## config.mk

```make
export PLATFORM = sky130hd
export DESIGN_NAME = pwcap_timer
export DESIGN_NICKNAME = d
export VERILOG_FILES = /design/src/rtl/pwcap_timer.sv
export SDC_FILE = /design/constraint.sdc
export NUM_CORES = 1
export LEC_CHECK = 0
export ABC_AREA = 1
export CAP_MARGIN = 40
export CORE_MARGIN = 2
export CORE_UTILIZATION = 55
export CTS_BUF_LIST = sky130_fd_sc_hd__clkbuf_8
export CTS_CLUSTER_SIZE = 25
export DETAILED_ROUTE_END_ITERATION = 16
export DONT_BUFFER_PORTS = 1
export HOLD_SLACK_MARGIN = 0.06
export PLACE_DENSITY = 0.73
export SYNTH_ARGS = -nofsm -noshare
export SYNTH_HDL_FRONTEND = slang
export SYNTH_SLANG_ARGS = --single-unit
```

## constraint.sdc

```tcl
create_clock -name clk -period 1.7 [get_ports clk]
set_clock_uncertainty 0.15 [all_clocks]
set_input_delay 0.255 -clock clk [delete_from_list [all_inputs] [get_ports clk]]
set_output_delay 0.255 -clock clk [all_outputs]
set_load 0.02 [all_outputs]
```

## src/rtl/pwcap_timer.sv

```systemverilog
module pwcap_timer #(
  parameter int W = 16
) (
  input  logic         clk,
  input  logic         rst_n,
  input  logic         cnt_en,
  input  logic         sig_in,
  input  logic         ctrl_wr,
  input  logic [3:0]   ctrl_wdata,
  input  logic [1:0]   rd_addr,
  output logic [W-1:0] rd_data,
  output logic         irq_period,
  output logic         irq_width
);
  localparam logic [1:0] RUN_MODE = 2'b10;

  logic [2:0]   sync;
  logic [1:0]   mode;
  logic         rise_sel, ovf;
  logic [W-1:0] cnt, per_q, wid_q;

  wire run    = (mode == RUN_MODE);
  wire rise   = sync[1] & ~sync[2];
  wire fall   = ~sync[1] & sync[2];
  wire vld    = run & (rise_sel ? rise : fall);
  wire opp    = run & (rise_sel ? fall : rise);
  wire wrap   = run & cnt_en & (&cnt) & ~vld;
  wire clr_wr = ctrl_wr & ~ctrl_wdata[3];

  always_ff @(posedge clk or negedge rst_n)
    if (!rst_n) sync <= '0;
    else        sync <= {sync[1:0], sig_in};

  always_ff @(posedge clk or negedge rst_n) begin
    if (!rst_n) begin
      mode     <= '0;
      rise_sel <= 1'b0;
    end else if (ctrl_wr) begin
      mode     <= ctrl_wdata[1:0];
      rise_sel <= ctrl_wdata[2];
    end
  end

  always_ff @(posedge clk or negedge rst_n) begin
    if (!rst_n)           cnt <= '0;
    else if (!run || vld) cnt <= '0;
    else if (cnt_en)      cnt <= cnt + 1'b1;
  end

  always_ff @(posedge clk or negedge rst_n) begin
    if (!rst_n) begin
      per_q      <= '0;
      wid_q      <= '0;
      irq_period <= 1'b0;
      irq_width  <= 1'b0;
    end else begin
      if (vld) per_q <= cnt;
      if (opp) wid_q <= cnt;
      irq_period <= vld;
      irq_width  <= opp;
    end
  end

  always_ff @(posedge clk or negedge rst_n) begin
    if (!rst_n)      ovf <= 1'b0;
    else if (wrap)   ovf <= 1'b1;
    else if (clr_wr) ovf <= 1'b0;
  end

  always_comb begin
    case (rd_addr)
      2'd0:    rd_data = {{(W-4){1'b0}}, ovf, rise_sel, mode};
      2'd1:    rd_data = cnt;
      2'd2:    rd_data = per_q;
      default: rd_data = wid_q;
    endcase
  end
endmodule


```

==> results.sh, run 1 <==
export IMPL_outcome="finished, violations left"
export IMPL_failed_checks="hold timing"
export IMPL_clockPowerShare_pct=44.6
export IMPL_placed_area_mm2=0.002928
export IMPL_ys_types=24
export IMPL_yosysWarnings=0
export IMPL_seq_area_frac_synth_pct=52.39
export IMPL_synth_common_cells="nand2_1, dfrtp_1, inv_1"
export IMPL_worstHoldPathType="in2async"
export IMPL_chipHeight_um=74.36
export IMPL_power_switching_uw=658.4
export IMPL_endpoint="rd_data[3]"
export IMPL_yosys_top_cells_area="dfrtp_1, nand2_1, inv_1"
export IMPL_drv_cap=0
export IMPL_die_w_um=74.36
export IMPL_p_int_uw=2180
export IMPL_cts_tree="yes"
export IMPL_hold_violations=57
export IMPL_grt_max_degree=58
export IMPL_initial_core_util_pct=57.26
export IMPL_p_seq_share_pct=49.3
export IMPL_netlist_area_mm2=0.002723
export IMPL_drv_slew=0
export IMPL_fin_crit_sh_pct=96.82
export IMPL_tns_ns=0
export IMPL_firstDrtPassIters=5
export IMPL_worstReg2RegEnd="cnt[3]"
export IMPL_antenna_found_initial=0
export IMPL_cts_htree_levels=3
export IMPL_hold_slack_ns=-0.5415
export IMPL_yosysTopAreaCellShare_pct=52.39
export IMPL_drc=0
export IMPL_dieArea_mm2=0.005529
export IMPL_async_reset_ff_share_pct=100.0
export IMPL_wl_mm=6.149
export IMPL_clk_pin_slew_ns=0.06
export IMPL_ir_worst_vdd_uv=567.8
export IMPL_cts_root_buf="clkbuf_8"
export IMPL_path_max_fanout=4
export IMPL_io_pins=29
export IMPL_place_hpwl_mm=3.956
export IMPL_layout_nets=377
export IMPL_yosysMostFrequentCell="nand2_1"
export IMPL_place_port_buffers=0
export IMPL_synth_edff_count=0
export IMPL_r2r_slack_ns=0.17
export IMPL_coreArea_mm2=0.004755
export IMPL_via_count=2354
export IMPL_reg2regPathDepth=6
export IMPL_wl_per_cell_um=14.10
export IMPL_cts_sinks=57
export IMPL_syn_inst=332
export IMPL_ys_ff_latch=57
export IMPL_clk_latency_ns=0.34
export IMPL_syn_mean_instance_area_um2=8.201
export IMPL_comb_power_share_pct=6.1
export IMPL_grt_overflow_total=0
export IMPL_syn_nets=344
export IMPL_worstPathRequired_ns=1.29
export IMPL_p_sw_share_pct=23.19
export IMPL_cts_buffer_depth=2
export IMPL_worstMarginPinSlew_ns=0.3971
export IMPL_area_delta_synth_final_pct=19.76
export IMPL_fmax_mhz=607.5
export IMPL_n_antenna_cell=0
export IMPL_start_kind="register"
export IMPL_avgViaCountPerCell=5.399
export IMPL_antenna_left=0
export IMPL_synth_top_flop_cell="dfrtp_1"
export IMPL_gp_congestion=0.9178
export IMPL_grt_pass1_wl_mm=9.908
export IMPL_initialDrtViolationCount=211
export IMPL_setup_violations_final=0
export IMPL_crit_start="cnt[3]"
export IMPL_worst_ep_arrival_time_ns=1.24
export IMPL_fin_crit_ns=1.646
export IMPL_critPathKind="reg2out"
export IMPL_ctsHoldBuffers=7
export IMPL_numCtsBuffers=9
export IMPL_synth_top_cell_by_area="dfrtp_1"
export IMPL_final_layout_size_suffix_gt1_share_pct=16.53
export IMPL_relSlewSlack_pct=73.52
export IMPL_grt_pass1_vias=2086
export IMPL_p_leak_uw=0.001433
export IMPL_power_density_mw_per_mm2=870.6
export IMPL_stdcell_area_mm2=0.003261
export IMPL_end_kind="primary output"
export IMPL_row_count=25
export IMPL_track_usage_pct=23.99
export IMPL_worstReg2RegStart="rise_sel"
-- cell type report --
type | count | area [um2]
fill | 386 | 1494
sequential | 57 | 1431
multi-input combinational | 230 | 1114
timing repair buffer | 34 | 312.8
clock buffer | 11 | 151.4
inverter | 33 | 123.9
tap | 67 | 83.83
clock inverter | 4 | 43.79
-- kinds of logic (layout without fill, tap and decap cells) --
| logic type | count (synthesis) | count (layout) | synth area share, % |
|---|---|---|---|
| DFF | 57 | 57 | 52.39 |
| and+or+nand+nor | 159 | 159 | 25.64 |
| adders and majority gates | 1 | 1 | 0.4595 |
| AOI/OAI and AO/OA | 70 | 70 | 14.52 |
| buffers and inverters | 45 | 82 | 6.985 |
-- power groups by stage --
stage          registers (uW)  clock network (uW)  logic (uW)
2_1_floorplan            1420                   0         115
3_3_place_gp             1420                   0         148
3_5_place_dp             1430                   0         151
4_1_cts                  1400                1280         171
5_1_grt                  1400                1360         189
6_report                 1400                1260         173
-- timing repair --
item / 4_1_cts / 5_1_grt
setup buffers: 0 / 7
endpoints found under the setup margin: 1 / 11
pin swaps: 0 / 1
cloned: 0 / 0
hold endpoints to repair: 70 / 57
resized for setup: 1 / 7
-- worst max-delay path: stages (launching register included) --
cell and delay (ns):
dfrtp_2 0.40, inv_1 0.09, o2111ai_1 0.23, buf_4 0.18
-- placed cells by master, fill, tap and decap left out, types with 3 or more instances in the layout --
| cell type | netlist | layout |
|---|---|---|
| dlygate4sd3_1 | 0 | 6 |
| o21ai_0 | 23 | 23 |
| o211ai_1 | 12 | 12 |
| buf_12 | 0 | 3 |
| dfrtp_1 | 57 | 53 |
| nand3_2 | 5 | 5 |
| nand2_1 | 101 | 101 |
| inv_1 | 32 | 33 |
| a21oi_1 | 11 | 11 |
| buf_4 | 0 | 24 |
| dfrtp_2 | 0 | 4 |
| o21ai_1 | 20 | 20 |
| nand3_1 | 14 | 14 |
| nor2_1 | 21 | 21 |
| clkbuf_8 | 1 | 11 |
| o2111ai_1 | 4 | 4 |
| nor2_4 | 3 | 3 |
| nor3_1 | 6 | 5 |
| nand4_1 | 3 | 3 |
-- state kept, by name, indices dropped and copies added, names as in the netlist --
name        flops
cnt            16
per_q          16
wid_q          16
sync            3
mode            2
irq_period      1
irq_width       1
ovf             1
rise_sel        1
-- worst min-delay path by stage --
stage	from	to	slack, ns	depth (start not counted)
after floorplan	rst_n	cnt[0]	-0.19	0
after global routing	rst_n	wid_q[0]	-0.56	0
after CTS	rst_n	mode[1]	-0.55	0
after global placement	rst_n	wid_q[2]	-0.19	0
after detailed placement	rst_n	wid_q[3]	-0.19	0
final	rst_n	wid_q[2]	-0.54	0
-- metal layers --
layer	vias to the layer above	wire length, um	track usage, %
met2	79	2834	35.71
met3	14	328	4.472
met4	0	116	11.11
met1	1104	2869	34.31
li1	1157	-	-
met5	-	0	0
-- through the flow --
stage	total power (uW)	std cells	setup slack (ns)	hold slack (ns)	utilization (%)
2_1_floorplan	1536	332	0.1314	-0.1906	-
3_3_place_gp	1572	407	0.1587	-0.1891	61.58
3_5_place_dp	1576	407	0.1157	-0.1892	61.58
4_1_cts	2849	429	0.01573	-0.5518	67.18
5_1_grt	2947	436	-0.006595	-0.5591	68.58
6_report	2839	436	0.05403	-0.5415	68.58
Power figures use the tool's default switching activity.
==> run 2: changes to the inputs <==
Settings changed: RECOVER_POWER set to 100.
==> results.sh, run 2 (synthesis gave the netlist of run 1 again) <==
export IMPL_row_count=25
export IMPL_final_seq_area_mm2=0.001431
export IMPL_p_leak_uw=0.001425
export IMPL_max_stage_delay_ns=0.40
export IMPL_dieArea_mm2=0.005529
export IMPL_area_delta_synth_final_pct=18.01
export IMPL_top_regs="cnt: 16 flops, per_q: 16 flops, wid_q: 16 flops"
export IMPL_final_common_cell="nand2_1"
export IMPL_grt_pass1_wl_mm=9.908
export IMPL_drc=0
export IMPL_chipHeight_um=74.36
export IMPL_firstDrtPassIters=4
export IMPL_grt_pass1_vias=2086
export IMPL_relSlewSlack_pct=74.96
export IMPL_placed_area_mm2=0.002928
export IMPL_antenna_left=0
export IMPL_drv_cap=0
export IMPL_gp_congestion=0.9178
export IMPL_place_port_buffers=0
export IMPL_ctsHoldBuffers=7
export IMPL_stdcell_area_mm2=0.003213
export IMPL_track_usage_pct=23.99
export IMPL_grt_max_degree=58
export IMPL_end_kind="primary output"
export IMPL_start_kind="register"
export IMPL_worstPathRequired_ns=1.29
export IMPL_setup_violations_final=0
export IMPL_coreArea_mm2=0.004755
export IMPL_layout_nets=377
export IMPL_crit_slowest_cell="dfrtp_2"
export IMPL_wl_mm=6.107
export IMPL_hold_violations=57
export IMPL_avgViaCountPerCell=5.385
export IMPL_fin_total_pwr_uw=2832
export IMPL_outcome="finished, violations left"
export IMPL_worstHoldPathType="in2async"
export IMPL_cts_buffer_depth=2
export IMPL_io_pins=29
export IMPL_crit_buf_inv=2
export IMPL_failed_checks="hold timing"
export IMPL_fin_crit_ns=1.661
export IMPL_place_hpwl_mm=3.956
export IMPL_cts_htree_levels=3
export IMPL_wl_per_cell_um=14.01
export IMPL_fmax_mhz=602.0
export IMPL_initialDrtViolationCount=222
export IMPL_ir_worst_vdd_uv=569.2
export IMPL_path_max_fanout=4
export IMPL_clk_latency_ns=0.34
export IMPL_worst_ep_arrival_time_ns=1.26
export IMPL_cts_sinks=57
export IMPL_critPathKind="reg2out"
export IMPL_hold_slack_ns=-0.5414
export IMPL_drv_slew=0
export IMPL_via_count=2348
export IMPL_worstMarginPinSlew_ns=0.3757
export IMPL_numCtsBuffers=9
export IMPL_cts_root_buf="clkbuf_8"
export IMPL_clk_pin_slew_ns=0.06
export IMPL_final_layout_size_suffix_gt1_share_pct=16.26
export IMPL_layout_common_cells="nand2_1, dfrtp_1, o21ai_0"
export IMPL_fin_crit_sh_pct=97.71
export IMPL_antenna_found_initial=0
export IMPL_n_antenna_cell=0
export IMPL_die_w_um=74.36
export IMPL_power_density_mw_per_mm2=881.5
export IMPL_path_cells="inv_1 -> o2111ai_1 -> clkbuf_2"
export IMPL_initial_core_util_pct=57.26
export IMPL_fill_cells=398
export IMPL_path_delay_family="flip-flops"
export IMPL_cts_tree="yes"
export IMPL_multiInputGateArea_mm2=0.001109
export IMPL_grt_overflow_total=0
==> run 2: changes by cell type in the layout (fill, tap and decap cells not counted), sizes merged <==
| cell | previous run | this run |
|---|---|---|
| clkbuf | 11 | 22 |
| buf | 27 | 16 |
==> run 2: metal layers <==
metal	wire, um	global-route usage (%)
met1	2834	34.31
met2	2858	35.71
met3	308	4.472
met4	106	11.11
met5	0	0
==> run 2: repair_timing <==
action / in CTS / in global routing
resized for setup: 1 / 7
pin swaps: 0 / 1
gates cloned: 0 / 0
buffers inserted: 0 / 7
endpoints found under the setup margin: 1 / 11
endpoints found under the hold margin: 70 / 57
==> run 2: power by group <==
part           leakage [uW]  internal (uW)  switching, uW
clock              0.000106            738            532
combinational      0.000543           56.0            106
sequential         0.000776           1380           20.8
==> run 2: cell type report <==
| type | count | share of cell area, % |
|---|---|---|
| Tap cell | 67 | 2.609 |
| Clock buffer | 11 | 4.712 |
| Clock inverter | 4 | 1.363 |
| Multi-Input combinational cell | 230 | 34.50 |
| Timing Repair Buffer | 34 | 8.411 |
| Inverter | 33 | 3.855 |
| Sequential cell | 57 | 44.55 |
==> run 2: stage by stage <==
stage	TNS, ns	std cells	setup WS (ns)	utilization [%]
floorplan	0	332	0.1314	-
global placement	0	407	0.1587	61.58
detailed placement	0	407	0.1157	61.58
CTS	0	429	0.01573	67.18
global route	-0.004186	436	-0.003738	67.58
finish	0	436	0.03896	67.58
==> run 2: path summary, 6_finish.rpt <==
path	from	endpoint	slack, ns	cells after the start
setup / recovery	cnt[3]	rd_data[3]	0.04	3
hold / removal	rst_n	wid_q[2]	-0.54	0
setup reg to reg	rise_sel	cnt[3]	0.13	6
hold reg to reg	sync[0]	sync[1]	0.20	0
max in group asynchronous	rst_n	cnt[3]	1.83	0
min in group clk	cnt_en	cnt[14]	0.09	5
==> run 3: changes to the inputs <==
Settings changed: CORE_ASPECT_RATIO set to 1.2.
==> results.sh, run 3 (synthesis gave the netlist of run 1 again) <==
export IMPL_drc=0
export IMPL_tns_ns=0
export IMPL_final_util_pct=66.61
export IMPL_chipHeight_um=81.07
export IMPL_place_port_buffers=0
export IMPL_top_regs="cnt: 16 flops, per_q: 16 flops, wid_q: 16 flops"
export IMPL_max_stage_delay_ns=0.39
export IMPL_final_layout_size_suffix_gt1_share_pct=14.99
export IMPL_ir_worst_vdd_uv=839.4
export IMPL_p_sw_share_pct=21.56
export IMPL_reg2regPathDepth=6
export IMPL_cts_sinks=57
export IMPL_start_kind="register"
export IMPL_track_usage_pct=24.91
export IMPL_die_w_um=68.23
export IMPL_fin_crit_sh_pct=95.28
export IMPL_layout_nets=374
export IMPL_critPathKind="reg2out"
export IMPL_drv_cap=0
export IMPL_antenna_left=0
export IMPL_wl_mm=6.059
export IMPL_fmax_mhz=617.4
export IMPL_worstPathRequired_ns=1.29
export IMPL_hold_slack_ns=-0.5389
export IMPL_cts_buffer_depth=2
export IMPL_gp_congestion=0.8933
export IMPL_worst_ep_arrival_time_ns=1.21
export IMPL_fin_crit_ns=1.620
export IMPL_avgViaCountPerCell=5.482
export IMPL_dieArea_mm2=0.005531
export IMPL_grt_max_degree=58
export IMPL_path_delay_family="flip-flops"
export IMPL_clk_pin_slew_ns=0.06
export IMPL_power_switching_uw=639.7
export IMPL_p_seq_share_pct=47.2
export IMPL_comb_power_share_pct=5.5
export IMPL_area_delta_synth_final_pct=18.29
export IMPL_via_count=2341
export IMPL_layout_common_cells="nand2_1, dfrtp_1, o21ai_0"
export IMPL_cts_tree="yes"
export IMPL_final_common_cell="nand2_1"
export IMPL_end_kind="primary output"
export IMPL_setup_violations_final=0
export IMPL_worstHoldPathType="in2async"
export IMPL_outcome="finished, violations left"
export IMPL_grt_pass1_vias=2079
export IMPL_numCtsBuffers=9
export IMPL_grt_pass1_wl_mm=9.991
export IMPL_power_density_mw_per_mm2=921.5
export IMPL_antenna_found_initial=0
export IMPL_grt_overflow_total=0
export IMPL_crit_slowest_cell="dfrtp_1"
export IMPL_cts_root_buf="clkbuf_8"
export IMPL_path_cells="inv_1 -> o211ai_1 -> buf_4"
export IMPL_crit_buf_inv=2
export IMPL_p_leak_uw=0.001423
export IMPL_clk_latency_ns=0.33
export IMPL_clockPowerShare_pct=47.3
export IMPL_initialDrtViolationCount=219
export IMPL_relSlewSlack_pct=60.58
export IMPL_worstMarginPinSlew_ns=0.5913
export IMPL_initial_core_util_pct=56.31
export IMPL_firstDrtPassIters=4
export IMPL_coreArea_mm2=0.004835
export IMPL_io_pins=29
export IMPL_ctsHoldBuffers=7
export IMPL_place_hpwl_mm=4.107
export IMPL_n_antenna_cell=0
export IMPL_cts_htree_levels=3
export IMPL_hold_violations=57
export IMPL_drv_slew=0
export IMPL_wl_per_cell_um=14.19
export IMPL_crit_cells=3
export IMPL_p_int_uw=2328
export IMPL_path_max_fanout=4
export IMPL_failed_checks="hold timing"
export IMPL_row_count=28
-- run 3: worst paths after layout --
check | startpoint | slack, ns | endpoint
worst max-delay path | cnt[6] | 0.08 | rd_data[6]
worst min-delay path | rst_n | -0.54 | per_q[6]
worst max register to register | sync[1] | 0.18 | wid_q[6]
worst min register to register | sync[0] | 0.20 | sync[1]
max in group asynchronous | rst_n | 1.83 | cnt[9]
min in group clk | cnt_en | 0.12 | cnt[14]
-- run 3: metal layers --
metal,global-route usage [%],wire length (um),vias to the layer above
li1,-,-,1147
met1,33.88,2618,1127
met2,37.77,3017,60
met3,5.956,345,7
met4,11.00,76,0
met5,0,0,-
-- run 3: timing repair --
item                       4_1_cts  5_1_grt
setup buffers                    0        3
pin swaps                        0        1
setup endpoints to repair        1       12
gates resized for setup          1        6
hold endpoints to repair        71       57
-- run 3: layout make-up --
cell class / instances / area [um2]
flip-flops and latches: 57 / 1430
fillers: 383 / 1614
repair buffers: 31 / 262.8
well taps: 60 / 75.07
inverters: 33 / 123.9
multi-input cells: 230 / 1106
clock buffers: 11 / 151.4
clock inverters: 5 / 71.32
-- run 3: through the flow --
step / instance area (um2) / instances / power [uW] / setup WS, ns
global route: 3221 / 427 / 3083 / -0.01831
finish: 3221 / 427 / 2968 / 0.08027
floorplan: 2723 / 332 / 1536 / 0.1314
detailed placement: 2927 / 401 / 1580 / 0.1247
CTS: 3221 / 424 / 3004 / 0.006774
global placement: 2927 / 401 / 1575 / 0.1723
-- run 3: power by group through the flow --
stage	combinational [uW]	sequential (uW)	clock, uW
global placement	151	1420	0
global route	182	1400	1500
finish	164	1400	1400
floorplan	115	1420	0
CTS	174	1400	1430
detailed placement	155	1430	0
